<file path="src/rtl/ab_pkg.sv">
package ab_pkg;

    typedef enum logic [1:0] {
        FILL_NONE   = 2'd0,
        FILL_NEW    = 2'd1,
        FILL_UPDATE = 2'd2,
        FILL_DROP   = 2'd3
    } fill_act_e;

endpackage

</file>
<file path="src/rtl/ab_tag_match.sv">
module ab_tag_match #(
    parameter int ENTRIES = 8,
    parameter int TAG_W   = 15
) (
    input  logic [ENTRIES-1:0]            valid,
    input  logic [ENTRIES-1:0][TAG_W-1:0] tags,
    input  logic [TAG_W-1:0]              key,
    output logic [ENTRIES-1:0]            match
);
    for (genvar g = 0; g < ENTRIES; g++) begin : g_cmp
        assign match[g] = valid[g] && (tags[g] == key);
    end
endmodule

</file>
<file path="src/rtl/ab_entry_pick.sv">
module ab_entry_pick #(
    parameter int ENTRIES  = 8,
    parameter int SB_WORDS = 2,
    parameter int WORD_W   = 32,
    localparam int SEL_W   = $clog2(SB_WORDS),
    localparam int SB_W    = SB_WORDS * WORD_W
) (
    input  logic [ENTRIES-1:0]           sel_oh,
    input  logic [ENTRIES-1:0][SB_W-1:0] data,
    input  logic [SEL_W-1:0]             word_idx,
    output logic [WORD_W-1:0]            word
);
    logic [SB_W-1:0] sb;

    always_comb begin
        sb = '0;
        for (int e = 0; e < ENTRIES; e++) begin
            if (sel_oh[e]) sb = sb | data[e];
        end
        word = sb[word_idx*WORD_W +: WORD_W];
    end
endmodule

</file>
<file path="src/rtl/attract_buf.sv">
module attract_buf
    import ab_pkg::*;
#(
    parameter int ADDR_W   = 16,
    parameter int WORD_W   = 32,
    parameter int SB_WORDS = 2,
    parameter int CLUSTERS = 4,
    parameter int ENTRIES  = 8,
    localparam int SEL_W   = $clog2(SB_WORDS),
    localparam int CL_W    = $clog2(CLUSTERS),
    localparam int TAG_W   = ADDR_W - SEL_W,
    localparam int SB_W    = SB_WORDS * WORD_W,
    localparam int PTR_W   = $clog2(ENTRIES)
) (
    input  logic              clk,
    input  logic              rst_n,
    input  logic              lk_valid,
    input  logic [ADDR_W-1:0] lk_addr,
    input  logic              fill_valid,
    input  logic [TAG_W-1:0]  fill_tag,
    input  logic [SB_W-1:0]   fill_data,
    input  logic              st_valid,
    input  logic [TAG_W-1:0]  st_tag,
    input  logic              flush,
    input  logic              loc_hit,
    input  logic [WORD_W-1:0] loc_data,
    output logic              rsp_valid,
    output logic              rsp_hit,
    output logic              rsp_from_buf,
    output logic [WORD_W-1:0] rsp_data
);

    typedef struct packed {
        logic [ENTRIES-1:0]            valid;
        logic [ENTRIES-1:0][TAG_W-1:0] tags;
        logic [ENTRIES-1:0][SB_W-1:0]  data;
        logic [PTR_W-1:0]              wr_ptr;
        logic                          rsp_valid;
        logic                          buf_hit;
        logic [WORD_W-1:0]             buf_word;
    } state_t;

    state_t st_q, st_d;

    logic [TAG_W-1:0]   lk_tag;
    logic [SEL_W-1:0]   lk_word;
    logic [ENTRIES-1:0] match_lk, match_st, match_fill;
    logic [ENTRIES-1:0] tgt_oh, lk_eff;
    logic               fill_known, fill_writes;
    fill_act_e          act;
    logic [WORD_W-1:0]  picked_word;

    // tag = address with the word-select field removed, cluster bits kept
    assign lk_tag  = {lk_addr[ADDR_W-1:CL_W+SEL_W], lk_addr[CL_W-1:0]};
    assign lk_word = lk_addr[CL_W+SEL_W-1:CL_W];

    ab_tag_match #(.ENTRIES(ENTRIES), .TAG_W(TAG_W)) u_match_lk (
        .valid(st_q.valid), .tags(st_q.tags), .key(lk_tag), .match(match_lk)
    );
    ab_tag_match #(.ENTRIES(ENTRIES), .TAG_W(TAG_W)) u_match_st (
        .valid(st_q.valid), .tags(st_q.tags), .key(st_tag), .match(match_st)
    );
    ab_tag_match #(.ENTRIES(ENTRIES), .TAG_W(TAG_W)) u_match_fill (
        .valid(st_q.valid), .tags(st_q.tags), .key(fill_tag), .match(match_fill)
    );

    // fill target and action
    always_comb begin
        fill_known = |match_fill;
        for (int e = 0; e < ENTRIES; e++) begin
            tgt_oh[e] = fill_known ? match_fill[e] : (st_q.wr_ptr == PTR_W'(e));
        end
        if (!fill_valid || flush) begin
            act = FILL_NONE;
        end else if (st_valid && (st_tag == fill_tag)) begin
            act = FILL_DROP;
        end else if (fill_known) begin
            act = FILL_UPDATE;
        end else begin
            act = FILL_NEW;
        end
        fill_writes = (act == FILL_NEW) || (act == FILL_UPDATE);
        lk_eff      = match_lk & ~(fill_writes ? tgt_oh : '0);
    end

    ab_entry_pick #(.ENTRIES(ENTRIES), .SB_WORDS(SB_WORDS), .WORD_W(WORD_W)) u_pick (
        .sel_oh(lk_eff), .data(st_q.data), .word_idx(lk_word), .word(picked_word)
    );

    // next state
    always_comb begin
        st_d           = st_q;
        st_d.rsp_valid = lk_valid;
        st_d.buf_hit   = lk_valid && (|lk_eff);
        st_d.buf_word  = picked_word;
        if (flush) begin
            st_d.valid  = '0;
            st_d.wr_ptr = '0;
        end else begin
            if (st_valid) st_d.valid = st_q.valid & ~match_st;
            if (fill_writes) begin
                for (int e = 0; e < ENTRIES; e++) begin
                    if (tgt_oh[e]) begin
                        st_d.valid[e] = 1'b1;
                        st_d.tags[e]  = fill_tag;
                        st_d.data[e]  = fill_data;
                    end
                end
            end
            if (act == FILL_NEW) begin
                st_d.wr_ptr = (st_q.wr_ptr == PTR_W'(ENTRIES - 1)) ? '0
                                                                   : st_q.wr_ptr + 1'b1;
            end
        end
    end

    always_ff @(posedge clk or negedge rst_n) begin
        if (!rst_n) st_q <= '0;
        else        st_q <= st_d;
    end

    // merge with the local slice
    assign rsp_valid    = st_q.rsp_valid;
    assign rsp_hit      = st_q.rsp_valid && (loc_hit || st_q.buf_hit);
    assign rsp_from_buf = st_q.rsp_valid && st_q.buf_hit && !loc_hit;
    assign rsp_data     = loc_hit ? loc_data : st_q.buf_word;


    tag_unique_chk: assert property (@(posedge clk) disable iff (!rst_n)
        $onehot0(match_lk) && $onehot0(match_fill));


    flush_clear_chk: assert property (@(posedge clk) disable iff (!rst_n)
        flush |=> (st_q.valid == '0) && (st_q.wr_ptr == '0));


    ptr_step_chk: assert property (@(posedge clk) disable iff (!rst_n)
        (st_q.wr_ptr != $past(st_q.wr_ptr)) |->
            ((st_q.wr_ptr == $past(st_q.wr_ptr) + 1'b1) || (st_q.wr_ptr == '0)));


    fill_lands_chk: assert property (@(posedge clk) disable iff (!rst_n)
        fill_writes |=> ((st_q.valid & $past(tgt_oh)) != '0));


    fill_race_chk: assert property (@(posedge clk) disable iff (!rst_n)
        (lk_valid && fill_writes && (fill_tag == lk_tag)) |=> !rsp_from_buf);


    buf_rsp_origin_chk: assert property (@(posedge clk) disable iff (!rst_n)
        rsp_from_buf |-> $past(lk_valid));

endmodule

</file>
<file path="config.mk">
export PLATFORM = sky130hd
export DESIGN_NAME = attract_buf
export DESIGN_NICKNAME = d
export VERILOG_FILES = /design/src/rtl/ab_pkg.sv /design/src/rtl/ab_tag_match.sv /design/src/rtl/ab_entry_pick.sv /design/src/rtl/attract_buf.sv
export SDC_FILE = /design/constraint.sdc
export NUM_CORES = 2
export LEC_CHECK = 0
export ABC_AREA = 1
export BUFFER_PORTS_ARGS = -buffer_cell sky130_fd_sc_hd__clkbuf_2
export CORE_MARGIN = 2
export CORE_UTILIZATION = 45
export DETAILED_ROUTE_END_ITERATION = 10
export GPL_TIMING_DRIVEN = 0
export RECOVER_POWER = 100
export SYNTH_ARGS = -nofsm -noshare
export SYNTH_HDL_FRONTEND = slang
export SYNTH_HIERARCHICAL = 1
export SYNTH_SLANG_ARGS = --single-unit
</file>
<file path="constraint.sdc">
create_clock -name clk -period 3.7 [get_ports clk]
set_input_delay 0.555 -clock clk [delete_from_list [all_inputs] [get_ports clk]]
set_output_delay 0.555 -clock clk [all_outputs]
set_load 0.02 [all_outputs]
</file>
## Word-level counts from Yosys, hierarchy flattened

Cells that the tools add are included.
W data, S select, Z words.

| storage, ports and cells | value |
|---|---|
| register bits after elaboration | 677 |
| latch bits | 0 |
| memory bits (writable) | 0 |
| ROM bits | 0 |
| input bits | 149 |
| output and inout port bits | 35 |
| word-level logic and storage cells | 166 |
| memories kept | 0 |

| cells by class | value |
|---|---|
| $add $sub $neg | 1 |
| $mul | 0 |
| div/mod/pow operators | 0 |
| order comparisons | 0 |
| equality and inequality tests | 34 |
| shifts and indexed selects | 1 |
| multiplexer cells | 51 |
| bitwise operators | 12 |
| reduce and logical (&&, ||, !) cells | 46 |

Operators with widths:

| operator | count |
|---|---|
| $mux W64 | 16 |
| $mux W640 | 1 |
| $or A64 B64 Y64 | 7 |
| $eq A15 B15 Y1 | 25 |
| $mux W15 | 8 |
| $shiftx A64 B7 Y32 | 1 |
| $mux W32 | 1 |
| $logic_and A1 B1 Y1 | 29 |
| $mux W8 | 3 |
| $reduce_and A3 Y1 | 8 |
| $and A8 B8 Y8 | 2 |
| $mux W1 | 16 |
| $not A8 Y8 | 2 |
| $reduce_or A8 Y1 | 2 |
| $eq A3 B3 Y1 const B | 4 |
| $mux W3 | 3 |
| $eq A3 B2 Y1 const B | 2 |
| $mux W2 | 3 |
| $add A3 B1 Y3 const B | 1 |
| $eq A3 B1 Y1 const B | 1 |
| $logic_not A3 Y1 | 1 |
| $logic_or A1 B1 Y1 | 3 |
| $eq A2 B1 Y1 const B | 1 |
| $eq A2 B2 Y1 const B | 1 |
| other kinds (3) | 4 |

## Logic depth before layout (Yosys ltp)

| logic depth | value |
|---|---|
| depth after elaboration | 27 |
| mapped depth | 28 |

## Modules after synthesis

Netlist, hierarchy kept.

Modules (own cells, without submodules):

| module | times used | cells each | area an instance (µm²) |
|---|---|---|---|
| attract_buf | 1 | 2425 | 24903.9 |
| ab_tag_match | 3 | 514 | 2257.2 |
| ab_entry_pick | 1 | 1120 | 4750.8 |

## Worst setup path after synthesis

Ideal clock, no wire load.

| path | value |
|---|---|
| path type | input -> register |
| start point | input fill_tag[2] |
| end point | register st_q[13] (netlist name) |
| setup time | 117 ps |
| data arrival time | 3246 ps |
| required time | 3583 ps |
| setup slack | 338 ps |
| stages | 28 |
| buffers on the path | 4 |
| path through | buf_4 > inv_1 > nand2_1 > nand2_1 > inv_1 > nand2_1 > nor2_1 > nand2_1 > nor2_1 > nor2_1 > nand2_2 > nor2_8 > inv_4 > a21oi_1 > ha_1 > inv_1 > buf_6 > nand3_1 > nand2_1 > inv_1 > buf_6 > buf_12 > nand2_1 > nand2_1 > nor2_1 > nand2_1 > nand2_1 > nand2_1 |

| on the way | value |
|---|---|
| word-level cells in the longest chain between the ends | 27 |
| elaborated cells between the ends (all ways) | 52 |

Ends and longest elaborated chain:

| element | RTL line | source |
|---|---|---|
| start, declared | attract_buf.sv:20 | `input logic [TAG_W-1:0] fill_tag,` |
| $eq A15 B15 Y1 (*) | ab_tag_match.sv:11 | `assign match[g] = valid[g] && (tags[g] == key);` |
| $logic_and A1 B1 Y1 (*) | ab_tag_match.sv:11 |  |
| via match_fill[7] | attract_buf.sv:47 | `logic [ENTRIES-1:0] match_lk, match_st, match_fill;` |
| $reduce_or A8 Y1 (*) | attract_buf.sv:69 | `fill_known = \|match_fill;` |
| $mux W2 | attract_buf.sv:77 | `end else if (fill_known) begin` |
| $mux W2 | attract_buf.sv:75 | `end else if (st_valid && (st_tag == fill_tag)) begin` |
| $mux W2 | attract_buf.sv:73 | `if (!fill_valid \|\| flush) begin` |
| $eq A2 B1 Y1 or $eq A2 B2 Y1 (tied branches) | attract_buf.sv:82 | `fill_writes = (act == FILL_NEW) \|\| (act == FILL_UPDATE);` |
| (+4 left out) | n/a |  |
| via lk_eff[0] | attract_buf.sv:48 | `logic [ENTRIES-1:0] tgt_oh, lk_eff;` |
| (+9 left out) | n/a |  |
| $or A64 B64 Y64 | ab_entry_pick.sv:18 | `if (sel_oh[e]) sb = sb \| data[e];` |
| $mux W64 (*) | ab_entry_pick.sv:18 |  |
| $or A64 B64 Y64 | ab_entry_pick.sv:18 |  |
| $mux W64 (*) | ab_entry_pick.sv:18 |  |
| $or A64 B64 Y64 | ab_entry_pick.sv:18 |  |
| $mux W64 (*) | ab_entry_pick.sv:18 |  |
| $shiftx A64 B7 Y32 (*) | ab_entry_pick.sv:20 | `word = sb[word_idx*WORD_W +: WORD_W];` |
| via picked_word[13] | attract_buf.sv:51 | `logic [WORD_W-1:0] picked_word;` |
| end signal, assigned | attract_buf.sv:119 | `else st_q <= st_d;` |
| end, declared | attract_buf.sv:43 | `state_t st_q, st_d;` |

The timed path passes the listed nets; every way through them passes the cells marked *.
A chain may end at the register's enable or synchronous reset.

## Worst setup path after layout

| path | value |
|---|---|
| start point | register st_q[590] (netlist name) |
| end point | register st_q[21] (netlist name) |

| on the way | value |
|---|---|
| word-level cells in the longest chain between the ends | 27 |
| elaborated cells between the ends (all ways) | 38 |

Ends and longest elaborated chain:

| element | RTL line |
|---|---|
| $eq A15 B15 Y1 (*) | ab_tag_match.sv:11 |
| $logic_and A1 B1 Y1 (*) | ab_tag_match.sv:11 |
| via match_fill[2] | attract_buf.sv:47 |
| $reduce_or A8 Y1 (*) | attract_buf.sv:69 |
| $mux W2 | attract_buf.sv:77 |
| $mux W2 | attract_buf.sv:75 |
| $mux W2 | attract_buf.sv:73 |
| $eq A2 B1 Y1 or $eq A2 B2 Y1 (tied branches) | attract_buf.sv:82 |
| (+4 left out) | n/a |
| via lk_eff[0] | attract_buf.sv:48 |
| (+9 left out) | n/a |
| $or A64 B64 Y64 | ab_entry_pick.sv:18 |
| $mux W64 (*) | ab_entry_pick.sv:18 |
| $or A64 B64 Y64 | ab_entry_pick.sv:18 |
| $mux W64 (*) | ab_entry_pick.sv:18 |
| $or A64 B64 Y64 | ab_entry_pick.sv:18 |
| $mux W64 (*) | ab_entry_pick.sv:18 |
| $shiftx A64 B7 Y32 (*) | ab_entry_pick.sv:20 |
| via picked_word[21] | attract_buf.sv:51 |

Marks and branches as above.

==> impl_metrics.json <==
{
  "met2_usage": 0.524,
  "synth_fa_ha_area_frac": 0.00240,
  "antenna_found_initial": 2,
  "die_x_um": 289,
  "min_path_type": "primary input to register",
  "hold_viol": 0,
  "synth_compound_area_frac": 0.0977,
  "io_pins": 184,
  "synth_cell_types": 38,
  "synth_simple_gate_area_frac": 0.302,
  "cts.htree.levels": 3,
  "violations": "max-capacitance violations, max-slew violations",
  "critical_path.max_fanout": 10,
  "placed_area_mm2": 0.0388,
  "portBuffers": 166,
  "top_usage_layer": "met2",
  "path_clk_slew_ns": 0.06,
  "final_nets": 5524,
  "fin_ws_ns": 0.0348,
  "final_cell_mix": "nand2_1 (2,439), dfrtp_1 (639), o21ai_0 (549), inv_1 (473), nor2_1 (250)",
  "root_buffer": "clkbuf_16",
  "reg2reg_depth": 27,
  "reg2reg_slack_ns": 0.03,
  "async_flop_share": 1.00,
  "final_core_util": 0.522,
  "synth_top_family_by_area": "simple AND/OR/NAND/NOR gates",
  "status": "finished with violations",
  "hpwl_mm": 101,
  "die_h_um": 289,
  "grt_max_degree": 108,
  "whs_path_depth": 1,
  "design_power_total_mw": 20.1,
  "synth_cells": 5087,
  "drt_iter0_markers": 3817,
  "dr.pass1.iters": 6,
  "grt_util_met1": 0.481,
  "layout_commonest_cell": "nand2_1",
  "ir_drop_mv": 0.343,
  "grt.met3_usage": 0.0496,
  "critPathRequiredTime_ns": 4.25,
  "p_leak_nw": 21.9,
  "dr_total_vias": 34100,
  "yosys.area_share.xor_xnor": 0.0279,
  "setup_viol": 0,
  "area_growth_pct": 14.9,
  "grt_usage": 0.338,
  "endpoint_kind": "register",
  "totalWireLength_mm": 141,
  "ys_ff_latch": 677,
  "finalCriticalPeriod_ns": 3.67,
  "critical_path.max_stage_delay_ns": 0.43,
  "cts_tree": "built",
  "cts_made_buffers": 78,
  "netlist_area_mm2": 0.0364,
  "initial_core_util": 0.454,
  "grt_pass1_wl_mm": 207,
  "yosys_warnings": 6,
  "synth_edf_count": 0,
  "cts_buffer_depth": 3,
  "pre_cts_ws_ns": -1.24,
  "period_share": 0.991,
  "reg2reg_from": "st_q[590]",
  "critical_path_class": "register to register",
  "skew_ns": 0.0521,
  "routedWlPerCell_um": 21.7,
  "min_to": "rsp_valid",
  "crit_path_frequent_cell": "nand2_1",
  "ant_nets": 0,
  "start_kind": "register",
  "overflow": 0,
  "setup-tns-final_ns": 0,
  "synthMuxAreaShare": 0,
  "critPathBufInv": 7,
  "gp_congestion": 1.04,
  "p_per_area_mw_per_mm2": 481,
  "max_cap_violations": 1,
  "fmax_mhz": 273,
  "syn-num-nets": 5243,
  "cts.sinks": 677,
  "worst_pin_slew_ns": 1.54,
  "hold_start": "lk_valid",
  "drv_slew": 102,
  "ys.flop_type": "dfrtp_1",
  "clk_latency_ns": 0.67,
  "avgViaCountPerCell": 5.25,
  "slowest_stage": "dfrtp_2",
  "drive_gt1_frac": 0.126,
  "grt_pass1_vias": 31100,
  "core_mm2": 0.0803,
  "max_slew_margin": -0.0239,
  "arrival_ns": 4.22,
  "stdcell_area_mm2": 0.0419,
  "regToRegEndpoint": "st_q[21]",
  "seq_area_frac_synth": 0.465,
  "rows": 104,
  "path_depth": 27,
  "postSynthAreaPerCell_um2": 7.16,
  "drc": 0,
  "critical_path.top_delay_family": "simple AND/OR/NAND/NOR gates",
  "die_area_mm2": 0.0832
}
[sequential cells by signal, summed over array words and instances, names as in the netlist]
signal,cells
rsp_valid,1
st_q,676
[area by class of cell]
type / count / area [um2]
fillers: 8121 / 38400
well taps: 1060 / 1330
inverters: 509 / 1930
clock inverters: 26 / 380
repair buffers: 201 / 1210
flip-flops and latches: 677 / 17000
plain buffers: 255 / 1970
diodes: 1 / 2.50
multi-input cells: 3646 / 15800
clock buffers: 113 / 2290
[kinds of logic (layout without fill, tap and decap cells)]
| family | after synthesis | after routing |
|---|---|---|
| xor gates and xnor gates | 116 | 116 |
| other | 0 | 1 |
| and+or+nand+nor | 2836 | 2836 |
| adders and majority gates | 7 | 7 |
| DFF | 677 | 677 |
| buffers and inverters | 764 | 1104 |
| AOI/OAI and AO/OA | 687 | 687 |
[where the power goes]
part | internal [mW] | switching [mW]
registers | 8.42 | 0.905
clock network | 4.71 | 3.32
logic | 1.07 | 1.72
[how the worst max path moves through the flow]
stage | end | start | slack [ns]
final | st_q[21] | st_q[590] | 0.03
after CTS | st_q[21] | st_q[581] | 0.0009
after detailed placement | st_q[21] | fill_tag[2] | -1.24
after global placement | st_q[335] | rst_n | -14.76
after global routing | st_q[3] | st_q[590] | -0.03
after floorplan | st_q[13] | fill_tag[2] | 0.34
[synthesized netlist by cell type (all sizes together) (3+ instances only)]
cell type / n / area [um2]
a21boi: 21 / 169
o211ai: 16 / 120
nand4: 42 / 333
buf: 208 / 1690
ha: 7 / 87.6
dfrtp: 677 / 16900
clkbuf: 47 / 211
nor2: 268 / 1020
o21ai: 640 / 3200
a21oi: 3 / 15.0
nand2: 2496 / 9490
nand3: 28 / 145
xor2: 3 / 26.3
o21bai: 4 / 30.0
xnor2: 113 / 990
inv: 497 / 1870
clkinv: 12 / 45.0
[worst register-to-register path, stage by stage, from the launching register on]
cell	delay, ns
dfrtp_2	0.43
inv_1	0.06
nand2_1	0.15
nand2_1	0.07
inv_1	0.06
nand2_1	0.06
nor2_2	0.16
nand2_2	0.12
nor2_4	0.19
nor2_1	0.07
nand2_2	0.15
nor2_8	0.08
nand2_1	0.08
nand3_1	0.11
ha_4	0.34
clkinvlp_4	0.10
buf_6	0.15
nand3_1	0.08
nand2_1	0.07
inv_1	0.10
buf_12	0.18
buf_8	0.20
nand2_1	0.06
nand2_1	0.10
nor2_2	0.06
nand2_1	0.13
nand2_1	0.08
nand2_1	0.14
[per-layer routing]
layer  vias to the layer above  routed length, um
met5                         -                  4
met1                     16200              60900
met2                      1527              62200
met4                         2               5710
li1                      16100                  -
met3                       276              11900
[per-stage QoR]
stage          instances  hold slack (ns)
2_1_floorplan       5087            0.259
3_3_place_gp        6313            0.466
3_5_place_dp        6321            0.473
4_1_cts             6472           0.0204
5_1_grt             6487           0.0300
6_report            6488           0.0444
[repair_timing]
item / CTS / global route
hold buffers: 1 / 0
buffers inserted: 11 / 15
setup endpoints to repair: 532 / 240
pin swaps: 0 / 6
cloned: 0 / 0
gates resized for setup: 40 / 56
hold endpoints to repair: 31 / 0
No activity file was read; power rests on OpenSTA's default activity.
